[src/rtl/ua_pkg.sv]
package ua_pkg;
  localparam int unsigned UA_DEF_ENTER = 10;
  localparam int unsigned UA_DEF_EXIT  = 10;
  localparam int unsigned UA_DEF_CNT_W = 16;

  typedef enum logic {
    UA_AVAIL   = 1'b0,
    UA_UNAVAIL = 1'b1
  } ua_state_e;
endpackage

[src/rtl/ua_run_det.sv]
// Consecutive-run detector: done_o pulses on the strobe that completes LEN qualifying steps.
module ua_run_det #(
  parameter int unsigned LEN = 10
) (
  input  logic clk_i,
  input  logic rst_ni,
  input  logic en_i,
  input  logic step_i,
  input  logic qual_i,
  output logic done_o
);
  localparam int unsigned RW = $clog2(LEN + 1);
  localparam logic [RW-1:0] LAST = RW'(LEN - 1);

  logic [RW-1:0] run_q;

  assign done_o = en_i && step_i && qual_i && (run_q == LAST);

  always_ff @(posedge clk_i or negedge rst_ni) begin
    if (!rst_ni) begin
      run_q <= '0;
    end else if (!en_i) begin
      run_q <= '0;
    end else if (step_i) begin
      if (!qual_i || done_o) run_q <= '0;
      else                   run_q <= run_q + 1'b1;
    end
  end

  AST_RUN_BREAK: assert property (@(posedge clk_i) disable iff (!rst_ni)
    en_i && step_i && !qual_i |=> run_q == '0);
endmodule

[src/rtl/ua_sat_cnt.sv]
module ua_sat_cnt #(
  parameter int unsigned W = 16
) (
  input  logic         clk_i,
  input  logic         rst_ni,
  input  logic         clr_i,
  input  logic         inc_i,
  output logic [W-1:0] cnt_o
);
  localparam logic [W-1:0] MAX = {W{1'b1}};

  logic [W-1:0] cnt_q;

  always_ff @(posedge clk_i or negedge rst_ni) begin
    if (!rst_ni)                    cnt_q <= '0;
    else if (clr_i)                 cnt_q <= '0;
    else if (inc_i && cnt_q != MAX) cnt_q <= cnt_q + 1'b1;
  end

  assign cnt_o = cnt_q;

  AST_NO_OVERFLOW: assert property (@(posedge clk_i) disable iff (!rst_ni)
    cnt_q == MAX && !clr_i |=> cnt_q == MAX);
  AST_CLEAR_ZERO: assert property (@(posedge clk_i) disable iff (!rst_ni)
    clr_i |=> cnt_q == '0);
endmodule

[src/rtl/ua_state_detector.sv]
module ua_state_detector
  import ua_pkg::*;
#(
  parameter int unsigned ENTER_RUN = UA_DEF_ENTER,
  parameter int unsigned EXIT_RUN  = UA_DEF_EXIT,
  parameter int unsigned CNT_W     = UA_DEF_CNT_W
) (
  input  logic             clk_i,
  input  logic             rst_ni,
  input  logic             sec_tick_i,
  input  logic             es_i,
  input  logic             ses_i,
  input  logic             clr_i,
  output logic             unavail_o,
  output logic [CNT_W-1:0] es_cnt_o,
  output logic [CNT_W-1:0] ses_cnt_o
);
  ua_state_e state_q;
  logic      is_avail, enter_hit, exit_hit;
  logic      es_inc, ses_inc;

  assign is_avail = (state_q == UA_AVAIL);

  ua_run_det #(.LEN(ENTER_RUN)) u_enter (
    .clk_i (clk_i),
    .rst_ni(rst_ni),
    .en_i  (is_avail),
    .step_i(sec_tick_i),
    .qual_i(ses_i),
    .done_o(enter_hit)
  );

  ua_run_det #(.LEN(EXIT_RUN)) u_exit (
    .clk_i (clk_i),
    .rst_ni(rst_ni),
    .en_i  (!is_avail),
    .step_i(sec_tick_i),
    .qual_i(!ses_i),
    .done_o(exit_hit)
  );

  always_ff @(posedge clk_i or negedge rst_ni) begin
    if (!rst_ni)        state_q <= UA_AVAIL;
    else if (enter_hit) state_q <= UA_UNAVAIL;
    else if (exit_hit)  state_q <= UA_AVAIL;
  end

  // counting uses the state before the strobe
  assign es_inc  = sec_tick_i && is_avail && (es_i || ses_i);
  assign ses_inc = sec_tick_i && is_avail && ses_i;

  ua_sat_cnt #(.W(CNT_W)) u_es_cnt (
    .clk_i (clk_i),
    .rst_ni(rst_ni),
    .clr_i (clr_i),
    .inc_i (es_inc),
    .cnt_o (es_cnt_o)
  );

  ua_sat_cnt #(.W(CNT_W)) u_ses_cnt (
    .clk_i (clk_i),
    .rst_ni(rst_ni),
    .clr_i (clr_i),
    .inc_i (ses_inc),
    .cnt_o (ses_cnt_o)
  );

  assign unavail_o = !is_avail;

  AST_ENTRY_ON_SES: assert property (@(posedge clk_i) disable iff (!rst_ni)
    $rose(unavail_o) |-> $past(sec_tick_i && ses_i));
  AST_EXIT_ON_NON_SES: assert property (@(posedge clk_i) disable iff (!rst_ni)
    $fell(unavail_o) |-> $past(sec_tick_i && !ses_i));
  AST_COUNTS_FROZEN: assert property (@(posedge clk_i) disable iff (!rst_ni)
    unavail_o && !clr_i |=> $stable(es_cnt_o) && $stable(ses_cnt_o));
  AST_IDLE_HOLDS: assert property (@(posedge clk_i) disable iff (!rst_ni)
    !sec_tick_i && !clr_i |=> $stable(unavail_o) && $stable(es_cnt_o) && $stable(ses_cnt_o));
  AST_CLEAR_KEEPS_STATE: assert property (@(posedge clk_i) disable iff (!rst_ni)
    clr_i && !sec_tick_i |=> $stable(unavail_o));
endmodule

[config.mk]
export PLATFORM = sky130hd
export DESIGN_NAME = ua_state_detector
export DESIGN_NICKNAME = d
export VERILOG_FILES = /design/src/rtl/ua_pkg.sv /design/src/rtl/ua_run_det.sv /design/src/rtl/ua_sat_cnt.sv /design/src/rtl/ua_state_detector.sv
export SDC_FILE = /design/constraint.sdc
export NUM_CORES = 1
export LEC_CHECK = 0
export ABC_AREA = 1
export BUFFER_PORTS_ARGS = -buffer_cell sky130_fd_sc_hd__buf_2
export CAP_MARGIN = 20
export CORE_UTILIZATION = 30
export CTS_CLUSTER_DIAMETER = 80
export DETAILED_ROUTE_END_ITERATION = 8
export GPL_TIMING_DRIVEN = 1
export PLACE_DENSITY = 0.51
export REMOVE_ABC_BUFFERS = 1
export SYNTH_ARGS = -nofsm -noshare
export SYNTH_HDL_FRONTEND = slang
export SYNTH_SLANG_ARGS = --single-unit
[constraint.sdc]
create_clock -name clk_i -period 3.05 [get_ports clk_i]
set_clock_uncertainty 0.05 [all_clocks]
set_input_delay 0.61 -clock clk_i [delete_from_list [all_inputs] [get_ports clk_i]]
set_output_delay 0.61 -clock clk_i [all_outputs]
set_load 0.01 [all_outputs]
### After elaboration in Yosys (flattened, before gate mapping)

Cells that the tools add are included.

| storage, ports and cells | value |
|---|---|
| output and inout bits | 33 |
| register bits after elaboration | 41 |
| word-level logic and storage cells | 44 |

| cells by class | value |
|---|---|
| reductions and logical operators | 17 |
| equality and inequality tests | 5 |
| add/sub/neg operators | 4 |
| bitwise operators | 1 |
| multiplexer cells | 12 |

Operators by type and width:

| cell | number |
|---|---|
| $mux W16 | 4 |
| $add A16 B1 Y16 const B | 2 |
| $ne A16 B16 Y1 const B | 2 |
| $mux W4 | 6 |
| $logic_and A1 B1 Y1 | 9 |
| $add A4 B1 Y4 const B | 2 |
| $eq A4 B4 Y1 const B | 2 |
| $reduce_bool A2 Y1 | 4 |
| $logic_or A1 B1 Y1 | 3 |
| $mux W1 | 2 |
| $ne A2 B2 Y1 const B | 1 |
| $logic_not A1 Y1 | 1 |
| $not A1 Y1 | 1 |

### Longest topological paths before layout

| logic depth | value |
|---|---|
| word-level depth | 8 |
| gate-level depth with buffers | 10 |
| mapped depth without buffers | 10 |

### Modules after synthesis

Synthesis repeated with hierarchy kept, for this count alone.

| second synthesis, totals | value |
|---|---|
| cells, all modules | 359 |
| area total of the unflattened synthesis | 2622.5 um2 |

Modules (own cells, without submodules):

| module | times used | cells an instance | area an instance (um2) |
|---|---|---|---|
| ua_sat_cnt | 2 | 144 | 1037.2 |
| ua_run_det | 2 | 30 | 241.5 |
| ua_state_detector | 1 | 11 | 65.1 |

### Worst setup path before layout

OpenSTA, ideal clock, no wires.

| path | value |
|---|---|
| kind | reg-to-reg |
| start | register u_es_cnt.cnt_q[0] (netlist: u_es_cnt.cnt_o[0]) |
| end | register u_es_cnt.cnt_q[9] (netlist: u_es_cnt.cnt_o[9]) |
| stages on the path, launching flop included | 11 |
| arrival | 1.522 ns |
| library setup time | 0.065 ns |
| path buffers | 0 |
| path slack | 1.413 ns |
| required time | 2.935 ns |
| cells stage by stage | dfrtp_1 > ha_1 > nand2_1 > nor2_1 > nand2_1 > nor2_1 > nor2_2 > nand2_1 > inv_1 > nand2_1 > nand2_1 |

| between the ends | value |
|---|---|
| longest elaborated chain between the ends | 3 |
| elaborated cells between the ends (all ways) | 6 |

RTL lines:

| item | RTL line | source |
|---|---|---|
| from (decl) | ua_sat_cnt.sv:12 | `logic [W-1:0] cnt_q;` |
| from (signal assigned) | ua_sat_cnt.sv:17 | `else if (inc_i && cnt_q != MAX) cnt_q <= cnt_q + 1'b1;` |
| $add A16 B1 Y16 / $ne A16 B16 Y1 (equally long branches) | ua_sat_cnt.sv:17 |  |
| $mux W16 / $logic_and A1 B1 Y1 (equally long branches) | ua_sat_cnt.sv:17 |  |
| $mux W16 / $reduce_bool A2 Y1 (equally long branches) | - |  |

Several ways; a longest one is shown, not always the timed one. The select of a mux whose other input is x is not followed.
A chain may end at the register's enable or synchronous reset.

### Worst setup path after layout

| path | value |
|---|---|
| start | register u_es_cnt.cnt_q[0] (netlist: u_es_cnt.cnt_o[0]) |
| end | register u_es_cnt.cnt_q[14] (netlist: u_es_cnt.cnt_o[14]) |

Same word-level chain as after synthesis.

==> results.cfg <==
[status]
run_status = complete, no violations

[cts]
path_clk_slew_ns = 0.08
ctsRootBufferMaster = clkbuf_8
h-tree-depth = 2
cts_tree = yes
numCtsBuffers = 5
cts.repair.resized = 0
cts_num_sinks = 41
post-cts-setup-buffer-count = 0
worst_skew_pair.late_latency_ns = 0.29
cts_hold_buf = 0
clock_path_buffers = 2

[route]
drt-vias-per-instance = 4.769
met2_length_um = 2913
wl_per_cell_um = 12.46
dr_wl_met3_um = 159
drtIter0Drc = 112
drc = 0
top_layer_used = met4
dr.pass1.iters = 4
met1_length_um = 3005
antenna_left = 0
dr_total_vias = 2351
wl_um = 6144

[layout]
seqCellArea_um2 = 1026
drive_gt1_share_pct = 15.35
synthToLayoutAreaGrowth_pct = 15.87
nFillCells = 855
post-route-util_pct = 36.83
nNetsFinal = 402
diodes = 0
multi_input_area_um2 = 1300
stdcell_count = 493

[timing]
setup_violations = 0
min_period_over_period_pct = 65.29
slew_viol_final = 0
setup_tns_ns = 0
fmax_ghz = 0.5021
rsz0062_at_grt = false
relSlewSlack_pct = 68.32
min_period_ns = 1.991
worst_pin_slew_ns = 0.4735
final_hold_viol_count = 0

[placement]
place_hpwl_um = 4429
place_inst = 484
gp_congestion = 0.7545
portBuffers = 38

[die]
die_y_um = 93.42
coreArea_um2 = 7888
rows = 32
ios = 39
start_util_pct = 31.79
dieWidth_um = 93.42
dieArea_um2 = 8727

[pwr]
pwr-share-seq_pct = 57.2
intPower_mw = 0.7293
p_leak_nw = 1.482
peakVddDrop_v = 0.0001441
swShare_pct = 24.87
comb_power_share_pct = 6.1
clkPwrFrac_pct = 36.7
powerDensity_nw_per_um2 = 334.1
power.switching_mw = 0.2414

[global_route]
grt_pass1_vias = 2249
grt_pass1_wl_um = 10660
grt_usage_pct = 15.45
overflow = 0
antenna_found_initial = 0
grt_max_degree = 42

[worst_hold_path]
hp-class = in2async

[logic_synthesis]
synth_seq_cells = 41
synth_area_leaders = dfrtp_1, nand2_1, nand3_1
yosys.area.top_type = dfrtp_1
synth.distinct_cells = 27
yosys_warnings = 0
synth-seq-area-share_pct = 40.92
synth_top_area_share_pct = 40.92
syn_inst = 347
syn_area_um2 = 2507
synth_area_per_cell_um2 = 7.226

[critical_path]
worstPathRequired_ns = 3.23
timing.rr.start = u_es_cnt.cnt_o[0]
crit_arrival_ns = 2.17
r2r.worst_path.cells = 10
reg2reg_setup_slack_ns = 1.06
reg2reg_to = u_es_cnt.cnt_o[14]
end_kind = register
startpoint_type = register
cp_max_fo = 10
critPathKind = reg2reg

[run]
cap_violations = 0
per-stage QoR:
step / area (um^2) / setup slack [ns] / power [mW] / hold WS [ns]
after floorplan: 2472 / 1.400 / 0.5938 / 0.2644
after global placement: 2805 / 1.113 / 0.6242 / 0.4662
after detailed placement: 2805 / 1.078 / 0.6252 / 0.4756
after CTS: 2885 / 1.095 / 0.9864 / 0.4722
after global routing: 2905 / 0.8602 / 1.021 / 0.2244
final: 2905 / 1.059 / 0.9707 / 0.2041
critical path, cell delays in order, from the launching register on:
cell	delay [ns]
dfrtp_1	0.42
ha_1	0.22
nand2_1	0.10
nor2_1	0.07
nand2_1	0.22
nor2_1	0.09
nor2_2	0.38
nand2_1	0.12
inv_1	0.15
nand2_1	0.06
nand2_1	0.05
worst max path at each step:
stage | from | cells after the start | slack [ns] | endpoint
6_report | u_es_cnt.cnt_o[0] | 10 | 1.06 | u_es_cnt.cnt_o[14]
3_5_place_dp | sec_tick_i | 9 | 1.08 | u_es_cnt.cnt_o[14]
3_3_place_gp | sec_tick_i | 9 | 1.11 | u_es_cnt.cnt_o[9]
2_1_floorplan | u_ses_cnt.cnt_o[0] | 8 | 1.40 | u_ses_cnt.cnt_o[13]
4_1_cts | u_es_cnt.cnt_o[1] | 10 | 1.10 | u_es_cnt.cnt_o[9]
5_1_grt | u_es_cnt.cnt_o[1] | 10 | 0.86 | u_es_cnt.cnt_o[1]
routing by layer:
metal,up-vias,global-route usage [%]
li1,1198,-
met1,1115,20.19
met2,33,26.16
met3,5,2.439
met4,0,4.615
met5,-,0
placed cells by master, fill, tap and decap left out, drive strengths merged, types with 2 or more instances in the layout:
master / n
nor2: 38
o22ai: 5
xnor2: 3
nand3: 32
xor2: 9
or2: 2
o21ai: 13
ha: 6
a21oi: 2
clkbuf: 8
dfrtp: 41
nand2: 125
nor3: 3
inv: 37
nand4: 19
buf: 41
o21bai: 5
cell usage after synthesis:
cell type    n
nor2_1      33
clkinv_2     1
inv_1       36
nor2_2       3
nand2_1    122
clkbuf_1     2
nor2_4       2
o21bai_4     1
xnor2_1      3
a21oi_1      2
buf_6        2
ha_1         6
nand3_1     32
xor2_1       9
nand3b_1     1
buf_2        1
or2_2        2
o21ai_2      1
nand2_4      1
nand4_1     19
nor3_1       3
o21ai_0     12
dfrtp_1     41
inv_4        1
o21bai_1     4
nand2_2      2
o22ai_1      5
cell families after synthesis:
kind of cell	count (synthesis)	synth area share, %
AO/OA/AOI/OAI	25	6.338
XOR/XNOR	12	4.192
adder cells (fa/ha/maj)	6	2.994
flip-flops	41	40.92
buffers and inverters	43	7.235
AND/OR/NAND/NOR	220	38.32
power groups by stage:
| stage | combinational (mW) | sequential, mW | clock (mW) |
|---|---|---|---|
| final | 0.0595 | 0.555 | 0.356 |
| after global routing | 0.0689 | 0.556 | 0.396 |
| after CTS | 0.0589 | 0.555 | 0.372 |
| after detailed placement | 0.0590 | 0.566 | 0 |
| after global placement | 0.0582 | 0.566 | 0 |
| after floorplan | 0.0284 | 0.565 | 0 |
state kept, by name (all words and copies together), names as in the netlist:
register         cells
u_enter.run_q        4
unavail_o            1
u_exit.run_q         4
u_es_cnt.cnt_o      16
u_ses_cnt.cnt_o     16
cell type report:
cell class | count | area share [%]
clock buffer | 8 | 2.756
inverter | 38 | 5.039
multi-input combinational | 263 | 44.75
sequential | 41 | 35.31
tap | 102 | 4.393
timing repair buffer | 41 | 7.752
(Power assumes the default switching activity.)
